--- config.mk ---
export PLATFORM = sky130hd
export DESIGN_NAME = pwm_ilim_top
export DESIGN_NICKNAME = d
export VERILOG_FILES = /design/src/rtl/pwm_ilim_pkg.sv /design/src/rtl/pwm_rst_sync.sv /design/src/rtl/pwm_ramp.sv /design/src/rtl/pwm_duty_cmp.sv /design/src/rtl/pwm_oc_latch.sv /design/src/rtl/pwm_ilim_top.sv
export SDC_FILE = /design/constraint.sdc
export NUM_CORES = 1
export LEC_CHECK = 0
export BUFFER_PORTS_ARGS = -buffer_cell sky130_fd_sc_hd__buf_2
export CAP_MARGIN = 20
export CORE_MARGIN = 5
export CORE_UTILIZATION = 40
export CTS_CLUSTER_SIZE = 20
export DETAILED_ROUTE_END_ITERATION = 7
export MAX_ROUTING_LAYER = met4
export PLACE_DENSITY = 0.56
export SETUP_SLACK_MARGIN = 0.5
export SYNTH_ARGS = -nofsm -noshare
export SYNTH_HDL_FRONTEND = slang
export SYNTH_SLANG_ARGS = --single-unit
export TNS_END_PERCENT = 30
--- constraint.sdc ---
create_clock -name clk -period 2.53 [get_ports clk]
set_clock_uncertainty 0.1 [all_clocks]
set_input_delay 0.506 -clock clk [delete_from_list [all_inputs] [get_ports clk]]
set_output_delay 0.506 -clock clk [all_outputs]
set_load 0.005 [all_outputs]
--- src/rtl/pwm_ilim_pkg.sv ---
package pwm_ilim_pkg;
  // driver cut pair produced by the current-limit stage
  typedef struct packed {
    logic hi;
    logic lo;
  } drv_cut_t;

  localparam int unsigned RST_STAGES = 2;
endpackage

--- src/rtl/pwm_rst_sync.sv ---
module pwm_rst_sync #(
  parameter int unsigned STAGES = pwm_ilim_pkg::RST_STAGES
) (
  input  logic clk,
  input  logic arst_n,
  output logic srst_n
);
  logic [STAGES-1:0] sync_q;
  logic [STAGES-1:0] sync_d;

  always_comb begin
    sync_d = {sync_q[STAGES-2:0], 1'b1};
  end

  always_ff @(posedge clk or negedge arst_n) begin
    if (!arst_n) sync_q <= '0;
    else         sync_q <= sync_d;
  end

  assign srst_n = sync_q[STAGES-1];
endmodule

--- src/rtl/pwm_ramp.sv ---
module pwm_ramp #(
  parameter int unsigned CNT_W = 12
) (
  input  logic             clk,
  input  logic             rst_n,
  input  logic [CNT_W-1:0] term_cnt,
  output logic [CNT_W-1:0] cnt,
  output logic             ramp_end
);
  logic [CNT_W-1:0] cnt_q;
  logic [CNT_W-1:0] cnt_d;
  logic             cnt_en;

  // end of ramp also covers a count left above a lowered terminal value
  assign ramp_end = (cnt_q >= term_cnt);
  assign cnt_en   = 1'b1;

  always_comb begin
    cnt_d = cnt_q;
    if (cnt_en) begin
      if (ramp_end) cnt_d = '0;
      else          cnt_d = cnt_q + 1'b1;
    end
  end

  always_ff @(posedge clk or negedge rst_n) begin
    if (!rst_n) cnt_q <= '0;
    else        cnt_q <= cnt_d;
  end

  assign cnt = cnt_q;
endmodule

--- src/rtl/pwm_duty_cmp.sv ---
module pwm_duty_cmp #(
  parameter int unsigned CNT_W = 12
) (
  input  logic             clk,
  input  logic             rst_n,
  input  logic             ramp_end,
  input  logic [CNT_W-1:0] duty_cmd,
  input  logic [CNT_W-1:0] cnt,
  input  logic [CNT_W-1:0] term_cnt,
  output logic             gate
);
  logic [CNT_W-1:0] duty_q;
  logic [CNT_W-1:0] duty_d;
  logic             below;
  logic             full_on;

  always_comb begin
    duty_d = duty_q;
    if (ramp_end) duty_d = duty_cmd;
  end

  always_ff @(posedge clk or negedge rst_n) begin
    if (!rst_n) duty_q <= '0;
    else        duty_q <= duty_d;
  end

  always_comb begin
    below   = (cnt < duty_q);
    full_on = (duty_q >= term_cnt);
    gate    = below | full_on;
  end
endmodule

--- src/rtl/pwm_oc_latch.sv ---
module pwm_oc_latch
  import pwm_ilim_pkg::*;
(
  input  logic     clk,
  input  logic     rst_n,
  input  logic     ramp_end,
  input  logic     trip,
  input  logic     lo_only,
  output drv_cut_t cut,
  output logic     active
);
  logic hold_q;
  logic hold_d;
  logic off;

  always_comb begin
    if (ramp_end) hold_d = trip;            // resample at ramp boundary
    else          hold_d = hold_q | trip;   // otherwise accumulate
  end

  always_ff @(posedge clk or negedge rst_n) begin
    if (!rst_n) hold_q <= 1'b0;
    else        hold_q <= hold_d;
  end

  always_comb begin
    off    = trip | hold_q;
    cut.lo = off;
    cut.hi = off & ~lo_only;
    active = off;
  end
endmodule

--- src/rtl/pwm_ilim_top.sv ---
module pwm_ilim_top
  import pwm_ilim_pkg::*;
#(
  parameter int unsigned CNT_W = 12
) (
  input  logic             clk,
  input  logic             rst_n,
  input  logic [CNT_W-1:0] duty_cmd,
  input  logic [CNT_W-1:0] term_cnt,
  input  logic             ilim_trip,
  input  logic             lo_only,
  output logic             pwm_gate,
  output logic             kill_hi,
  output logic             kill_lo,
  output logic             ilim_active
);
  logic             srst_n;
  logic [CNT_W-1:0] cnt;
  logic             ramp_end;
  drv_cut_t         cut;

  pwm_rst_sync #(.STAGES(RST_STAGES)) u_rst (
    .clk    (clk),
    .arst_n (rst_n),
    .srst_n (srst_n)
  );

  pwm_ramp #(.CNT_W(CNT_W)) u_ramp (
    .clk      (clk),
    .rst_n    (srst_n),
    .term_cnt (term_cnt),
    .cnt      (cnt),
    .ramp_end (ramp_end)
  );

  pwm_duty_cmp #(.CNT_W(CNT_W)) u_cmp (
    .clk      (clk),
    .rst_n    (srst_n),
    .ramp_end (ramp_end),
    .duty_cmd (duty_cmd),
    .cnt      (cnt),
    .term_cnt (term_cnt),
    .gate     (pwm_gate)
  );

  pwm_oc_latch u_oc (
    .clk      (clk),
    .rst_n    (srst_n),
    .ramp_end (ramp_end),
    .trip     (ilim_trip),
    .lo_only  (lo_only),
    .cut      (cut),
    .active   (ilim_active)
  );

  assign kill_hi = cut.hi;
  assign kill_lo = cut.lo;
endmodule

# After elaboration in Yosys (flattened, before gate mapping)
# Index checks and enable logic that the tools add are counted.
# W data, S select, Z words.
[word_totals]
register_bits = 27
output_inout_bits = 4
[op_classes]
add_sub_neg = 1
mux = 2
magnitude_cmp = 3
bitwise = 4
[ops]
columns = ["op", "n"]
rows = [
  ["$ge A12 B12 Y1", 2],
  ["$add A12 B1 Y12 const B", 1],
  ["$lt A12 B12 Y1", 1],
  ["$mux W12", 1],
  ["$or A1 B1 Y1", 2],
  ["$and A1 B1 Y1", 1],
  ["$mux W1", 1],
  ["$not A1 Y1", 1],
]

# Longest topological paths before layout
# Gate-level depths: netlist of the first run.
[logic_depth]
ltp_word = 2
depth_mapped = 9
depth_no_buf = 7

# By module
# Synthesis of the first run repeated with hierarchy kept, for this count alone.
[unflattened]
hier_cells = 221
hier_area_um2 = 2037.0
[modules_own_cells]
columns = ["mod", "area_per_inst_um2", "n_inst", "cells_per_inst", "seq_area_each_um2"]
rows = [
  ["pwm_duty_cmp", 975.9, 1, 114, 300.3],
  ["pwm_ramp", 939.7, 1, 98, 300.3],
  ["pwm_oc_latch", 67.6, 1, 6, 25.0],
  ["pwm_rst_sync", 53.8, 1, 3, 50.0],
]

# Worst setup path after synthesis of the first run
# No wires, ideal clock.
[synth_path]
path_type = "input-to-reg"
start = "in term_cnt[0]"
end = "reg u_cmp.duty_q[0]"
path_slack_ns = 0.383
path_stages = 6
t_required_ns = 2.305
arrival_time_ns = 1.921
path_cell_list = "ha_1 -> nand2b_4 -> a2111oi_4 -> o211ai_4 -> buf_6 -> mux2_4"
[synth_via]
elab_chain_len = 1
[synth_rtl]
columns = ["element", "line_no", "rtl"]
rows = [
  ["from (decl)", "pwm_ilim_top.sv:9", "input logic [CNT_W-1:0] term_cnt,"],
  ["$ge A12 B12 Y1", "pwm_ramp.sv:15", "assign ramp_end = (cnt_q >= term_cnt);"],
  ["to (signal assigned)", "pwm_duty_cmp.sv:24", "else duty_q <= duty_d;"],
  ["to (decl)", "pwm_duty_cmp.sv:12", "logic [CNT_W-1:0] duty_q;"],
]
# No other way between the ends.
# A chain may end at the register's enable or synchronous reset.

# Final worst setup path of the first run
[layout_path]
start = "reg u_ramp.cnt_q[8], in the netlist u_ramp.cnt[8]"
end = "out pwm_gate"
[layout_via]
elab_chain_len = 2
[layout_rtl]
columns = ["element", "line_no", "rtl"]
rows = [
  ["from (decl)", "pwm_ramp.sv:10", "logic [CNT_W-1:0] cnt_q;"],
  ["from (signal assigned)", "pwm_ramp.sv:28", "else cnt_q <= cnt_d;"],
  ["$lt A12 B12 Y1", "pwm_duty_cmp.sv:28", "below = (cnt < duty_q);"],
  ["$or A1 B1 Y1", "pwm_duty_cmp.sv:30", "gate = below | full_on;"],
  ["to (decl)", "pwm_ilim_top.sv:12", "output logic pwm_gate,"],
]
# No other way between the ends.

==> flow_summary.json, run 1 <==
{
  "clockBufferDepth": 2,
  "cpMaxStageDelayCell": "dfrtp_2",
  "drt_wl_total_um": 4140,
  "finalInstanceArea_mm2": 0.00254,
  "synth_top_family_by_area": "adder cells",
  "r2r.worst_path.cells": 7,
  "synth-compound-area-share_pct": 11.7,
  "hold_viol": 0,
  "num_rows": 25,
  "h-tree-depth": 1,
  "io_buffers": 31,
  "layout-drive-gt1-share_pct": 41.1,
  "hold_path.class": "register to async pin",
  "leakage_nw": 1.27,
  "r2r_setup_slack_ns": 0.34,
  "synth-adder-area-share_pct": 23.0,
  "fin_crit_sh_pct": 95.0,
  "grt_pass1_wl_um": 6820,
  "path_cells": "ha_1 -> a21o_1 -> a21o_1 -> a21oi_2 -> o41ai_2 -> o211ai_1 -> buf_2",
  "startpoint_type": "register",
  "drv_slew": 0,
  "grt_pass1_vias": 1521,
  "syn_area_per_cell_um2": 10.2,
  "r2r-start": "u_ramp.cnt[8]",
  "critical-path-top-delay-family": "compound AO/OA/AOI/OAI gates",
  "syn_inst": 192,
  "end_kind": "primary output",
  "synth-seq-cells": 27,
  "period_minus_slack_ns": 2.40,
  "ys_warn_count": 0,
  "cts_made_buffers": 3,
  "insertion_delay_ns": 0.28,
  "vias": 1463,
  "die_area_mm2": 0.00640,
  "synth_xor_area_share_pct": 4.47,
  "drt_iter0_markers": 51,
  "powerDensity_mw_per_mm2": 852,
  "drt.antenna.violating_nets": 0,
  "synth_nets": 256,
  "cts_root_buf": "clkbuf_8",
  "drt-wirelength-per-cell_um": 13.4,
  "place_congestion": 0.778,
  "max_cap_viol_count": 0,
  "status": "complete, no violations",
  "path_common_cell": "a21o_1",
  "dp_hpwl_um": 3160,
  "yosys.cell_types.count": 30,
  "worstPathMaxFanout": 5,
  "final-setup-viol-count": 0,
  "cp.required_ns": 1.92,
  "ys_seq_area_share_pct": 34.5,
  "drt_pass1_iterations": 4,
  "syn_area_mm2": 0.00196,
  "grt_max_degree": 26,
  "crit_path_max_incr_delay_ns": 0.47,
  "die_h_um": 80.0,
  "drcViolationCount": 0,
  "reg2reg_to": "u_cmp.duty_q[7]",
  "cts_tree": "yes",
  "die_x_um": 80.0,
  "ir_drop_mv": 0.323,
  "path_buf_inv": 1,
  "design.core.area_mm2": 0.00475,
  "finalNetCount": 306,
  "fill_cells": 448,
  "antenna_found_initial": 0,
  "area_growth_pct": 29.7,
  "clock_sinks": 27,
  "rsz0062_at_grt": "yes",
  "timing.setup.tns_ns": 0,
  "start_util_pct": 41.2,
  "yosys.area_share.simple_pct": 11.6,
  "path_clk_slew_ns": 0.10,
  "viasPerCell": 4.75,
  "grt-ovfl-total": 0,
  "synth.area.mux_share_pct": 8.04,
  "track_usage_pct": 14.1,
  "crit_type": "register to primary output",
  "fmax_mhz": 416,
  "placed_area_mm2": 0.00227,
  "diodes": 0,
  "cp.arrival_ns": 1.80,
  "io_pins": 32
}
[per-stage QoR]
step / setup slack (ns) / cells / hold slack [ns] / utilization, % / power (mW)
2_1_floorplan: 0.435 / 192 / 0.110 / - / 1.43
3_3_place_gp: 0.159 / 292 / 0.145 / 47.8 / 1.67
3_5_place_dp: 0.159 / 292 / 0.138 / 47.8 / 1.69
4_1_cts: 0.0566 / 302 / 0.149 / 51.3 / 2.08
5_1_grt: 0.0186 / 308 / 0.183 / 53.5 / 2.38
6_report: 0.127 / 308 / 0.128 / 53.5 / 2.17
[cells in the final DEF, fill, tap and decap left out, types with 2 or more instances in the layout]
| cell | instances |
|---|---|
| inv_6 | 2 |
| xor2_1 | 7 |
| nand3_1 | 6 |
| buf_6 | 3 |
| mux2_2 | 6 |
| nor2_1 | 18 |
| a21oi_1 | 6 |
| inv_2 | 4 |
| dfrtp_1 | 20 |
| buf_4 | 12 |
| o21ai_1 | 2 |
| nand2_1 | 6 |
| ha_4 | 8 |
| nand4_1 | 7 |
| nor2b_1 | 2 |
| xnor2_1 | 3 |
| inv_1 | 20 |
| a21o_1 | 8 |
| o211ai_1 | 2 |
| dfrtp_2 | 7 |
| a21oi_2 | 6 |
| nand2b_1 | 2 |
| ha_1 | 28 |
| clkbuf_8 | 3 |
| buf_2 | 31 |
| mux2_4 | 6 |
[synthesized netlist by cell type, drive strengths merged]
cell,instances,area [um2]
a21oi,12,60.1
xnor2,3,26.3
ha,36,450
and3,1,6.26
dfrtp,27,676
o21bai,1,7.51
o211ai,3,36.3
nand4,7,43.8
nand2,6,22.5
buf,3,30.0
or2,1,6.26
conb,1,3.75
xor2,7,61.3
o21ai,3,15.0
mux2,12,158
a211oi,1,7.51
nand3,6,30.0
o41ai,1,8.76
a21o,8,60.1
nand2b,3,26.3
nor2,19,71.3
inv,26,97.6
and4,1,8.76
o21a,1,7.51
nor2b,2,12.5
a2111oi,1,27.5
[layer usage]
layer  GRT usage, %  share of wire, %  vias to the layer above  wire, um
met1           18.2                49                      681      2020
met5              -                 0                        -         0
met4           3.04              0.82                        0        34
li1               -                 -                      761         -
met2           22.6                47                       17      1950
met3           3.39               3.2                        4       131
[power by group]
part	switching, mW	total, mW	internal, mW
logic	0.530	1.14	0.608
registers	0.170	0.760	0.590
clock network	0.152	0.268	0.116
[final cells by class]
type                            instances  area [um2]  area share [%]
Multi-Input combinational cell        136        1300            51.2
Clock inverter                          1        8.76           0.344
Tap cell                               67        83.8            3.30
Inverter                               26         115            4.53
Clock buffer                            3        41.3            1.62
Timing Repair Buffer                   48         309            12.1
Sequential cell                        27         684            26.9
[timing repair]
item                                   in CTS  in global routing
pin swaps                                   9                 10
endpoints found under the hold margin       2                  0
hold buffers                                1                  0
setup endpoints to repair                  13                 26
gates resized for setup                    16                 15
setup buffers                               5                  6
[worst max path at each step]
stage | from | to | slack [ns] | cells after the start
finish | u_ramp.cnt[8] | pwm_gate | 0.13 | 7
global route | u_ramp.cnt[8] | pwm_gate | 0.02 | 7
CTS | u_cmp.duty_q[9] | pwm_gate | 0.06 | 8
detailed placement | term_cnt[0] | pwm_gate | 0.16 | 8
global placement | term_cnt[0] | pwm_gate | 0.16 | 8
floorplan | term_cnt[11] | u_cmp.duty_q[0] | 0.44 | 7
[cells by family after synthesis]
group	count (synthesis)
AND/OR/NAND/NOR	46
adder cells (fa/ha/maj)	36
AO/OA/AOI/OAI	31
buffers and inverters	29
flip-flops	27
multiplexers	12
XOR/XNOR	10
other	1
[sequential cells by signal, indices dropped and copies added (netlist names)]
| register | cells |
|---|---|
| u_rst.sync_q | 2 |
| u_oc.hold_q | 1 |
| u_ramp.cnt | 12 |
| u_cmp.duty_q | 12 |
No activity file was read; power rests on OpenSTA's default activity.
==> run 2, diff against run 1 <==
ABC_AREA = 1   (was unset)
CELL_PAD_IN_SITES_DETAIL_PLACEMENT = 1   (was unset)
CELL_PAD_IN_SITES_GLOBAL_PLACEMENT = 2   (was unset)
CORE_UTILIZATION = 33   (was 40)
MAX_ROUTING_LAYER = unset   (was met4)
PLACE_DENSITY = 0.76   (was 0.56)
==> flow_summary.json, run 2 <==
{
  "status": "complete, no violations",
  "cp.required_ns": 1.92,
  "vias": 1849,
  "fin_cells": 393,
  "cp.arrival_ns": 1.74,
  "period_minus_slack_ns": 2.35,
  "place_congestion": 0.738,
  "clock_sinks": 27,
  "drt.antenna.violating_nets": 0,
  "fill_cells": 795,
  "drt_iter0_markers": 26,
  "track_usage_pct": 13.9,
  "grt_pass1_wl_um": 9360,
  "die_x_um": 90,
  "yosys.cell_types.count": 26,
  "design.core.area_mm2": 0.00628,
  "start_util_pct": 33.6,
  "drt_pass1_iterations": 4,
  "grt_pass1_vias": 2019,
  "yosysTopAreaCell": "dfrtp_1",
  "p_int_mw": 1.29,
  "finalNetCount": 381,
  "io_pins": 32,
  "startpoint_type": "register",
  "dp.cells": 381,
  "diodes": 0,
  "synth_flop_cell": "dfrtp_1",
  "max_cap_viol_count": 0,
  "layout_commonest_cell": "nand2_1",
  "synth_edf_count": 0,
  "drcViolationCount": 0,
  "power_frac_clock_pct": 11.1,
  "rsz0062_at_grt": "yes",
  "synth.top_cell.area_share_pct": 32.0,
  "synthTopCellsByArea": "dfrtp_1 32%, ha_1 21%, nand2_1 13%",
  "drt_wl_total_um": 5320,
  "ir_drop_mv": 0.439,
  "synth_nets": 339,
  "grt_max_degree": 26,
  "layout_common_cells": "71 x nand2_1, 45 x inv_1, 31 x buf_2, 29 x ha_1, 22 x nor2_1",
  "io_buffers": 31,
  "die_h_um": 90,
  "path_clk_slew_ns": 0.10,
  "drt-wirelength-per-cell_um": 13.5,
  "pre_cts_ws_ns": 0.106,
  "h-tree-depth": 1,
  "cts_made_buffers": 3,
  "synth.most_common_cell": "nand2_1",
  "p_sw_share_pct": 43.0,
  "leakage_nw": 1.39,
  "dp_hpwl_um": 4150,
  "ys_warn_count": 0,
  "end_kind": "primary output",
  "antenna_found_initial": 0,
  "p_comb_share_pct": 52.5,
  "crit_type": "register to primary output",
  "num_rows": 29,
  "fin_crit_sh_pct": 92.8,
  "die_area_mm2": 0.00810,
  "ys_seq_area_share_pct": 32.0,
  "hold_path.class": "register to async pin",
  "grt-ovfl-total": 0,
  "multiInputGateArea_mm2": 0.00133,
  "worstPathMaxFanout": 3,
  "ys_async_sr_fraction_pct": 100,
  "syn_area_mm2": 0.00211,
  "syn_area_per_cell_um2": 7.68,
  "layout-drive-gt1-share_pct": 25.6,
  "syn_inst": 275,
  "p_seq_share_pct": 36.4,
  "viasPerCell": 4.70,
  "synth-seq-cells": 27,
  "final-setup-viol-count": 0,
  "seq_area_um2": 683,
  "insertion_delay_ns": 0.28,
  "cts_root_buf": "clkbuf_8",
  "drv_slew": 0,
  "powerDensity_mw_per_mm2": 878,
  "fmax_mhz": 426,
  "area_growth_pct": 22.3,
  "setup_ws_ns": 0.182,
  "power.switching_uw": 975,
  "timing.setup.tns_ns": 0,
  "clockBufferDepth": 2,
  "hold_viol": 0,
  "ys_top_cells_by_count": "73 x nand2_1, 46 x inv_1, 36 x ha_1, 27 x dfrtp_1, 23 x nor2_1",
  "cts_tree": "yes"
}
run 2: path summary, 6_finish.rpt:
kind                                       start         endpoint  slack, ns  cells after the start
worst min register to register   u_rst.sync_q[1]  u_cmp.duty_q[2]       0.05                      0
worst max register to register     u_ramp.cnt[7]  u_cmp.duty_q[6]       0.60                     10
worst min-delay path             u_rst.sync_q[1]  u_cmp.duty_q[2]       0.05                      0
min in group clk                 u_rst.sync_q[0]  u_rst.sync_q[1]       0.26                      0
max in group asynchronous        u_rst.sync_q[1]  u_cmp.duty_q[7]       1.69                      1
worst max-delay path            u_cmp.duty_q[11]         pwm_gate       0.18                      8
run 2: cells by family (layout without fill, tap and decap cells):
kind of cell	after synthesis	in the layout	share of synthesized area, %
and+or+nand+nor	134	134	28.1
buffers and inverters	52	93	10.6
adders and majority gates	36	36	21.3
DFF	27	27	32.0
AOI/OAI and AO/OA	20	20	5.69
xor gates and xnor gates	5	5	2.07
other	1	1	0.178
run 2: routing by layer:
| layer | vias up | track usage, % | part of all wire (%) |
|---|---|---|---|
| met2 | 28 | 24.3 | 49 |
| met5 | - | 0 | 0 |
| met4 | 0 | 4.34 | 2.1 |
| li1 | 945 | - | - |
| met1 | 867 | 17.3 | 46 |
| met3 | 9 | 2.25 | 3.0 |
run 2: stage by stage:
step                      hold WS, ns  utilization [%]  area [um2]  total power, mW
final                          0.0476             41.1        2580             2.27
after global placement         0.0642             37.3        2340             1.75
after global routing            0.105             41.1        2580             2.55
after detailed placement       0.0646             37.3        2340             1.80
after CTS                      0.0677             39.8        2500             2.21
after floorplan                 0.110                -        2110             1.49
run 2: worst max-delay path, stage by stage (launching register included):
cell and delay (ns):
dfrtp_2 0.45, ha_4 0.29, nand2_4 0.05, nor2_4 0.12, nand4_1 0.15, a21oi_2 0.19
nor2_1 0.06, nand2_1 0.05, buf_2 0.10
run 2: area by class of cell:
type,instances,area share (%)
clock buffers,4,1.74
inverters,47,6.83
multi-input cells,196,51.6
flip-flops and latches,27,26.5
well taps,77,3.73
repair buffers,42,9.59
run 2: power by group through the flow:
stage | registers (mW) | clock network [mW] | logic, mW
after detailed placement | 0.810 | 0 | 0.990
after CTS | 0.815 | 0.265 | 1.13
after global placement | 0.809 | 0 | 0.944
final | 0.826 | 0.252 | 1.19
after floorplan | 0.729 | 0 | 0.762
after global routing | 0.854 | 0.281 | 1.42
run 2: what timing repair did:
action                                 in CTS  in global routing
buffers inserted                            3                  4
resized for setup                          14                 12
setup endpoints to repair                   1                  1
cloned                                      0                  0
endpoints found under the hold margin       2                  0
pin swaps                                  10                 12
hold buffers                                1                  0
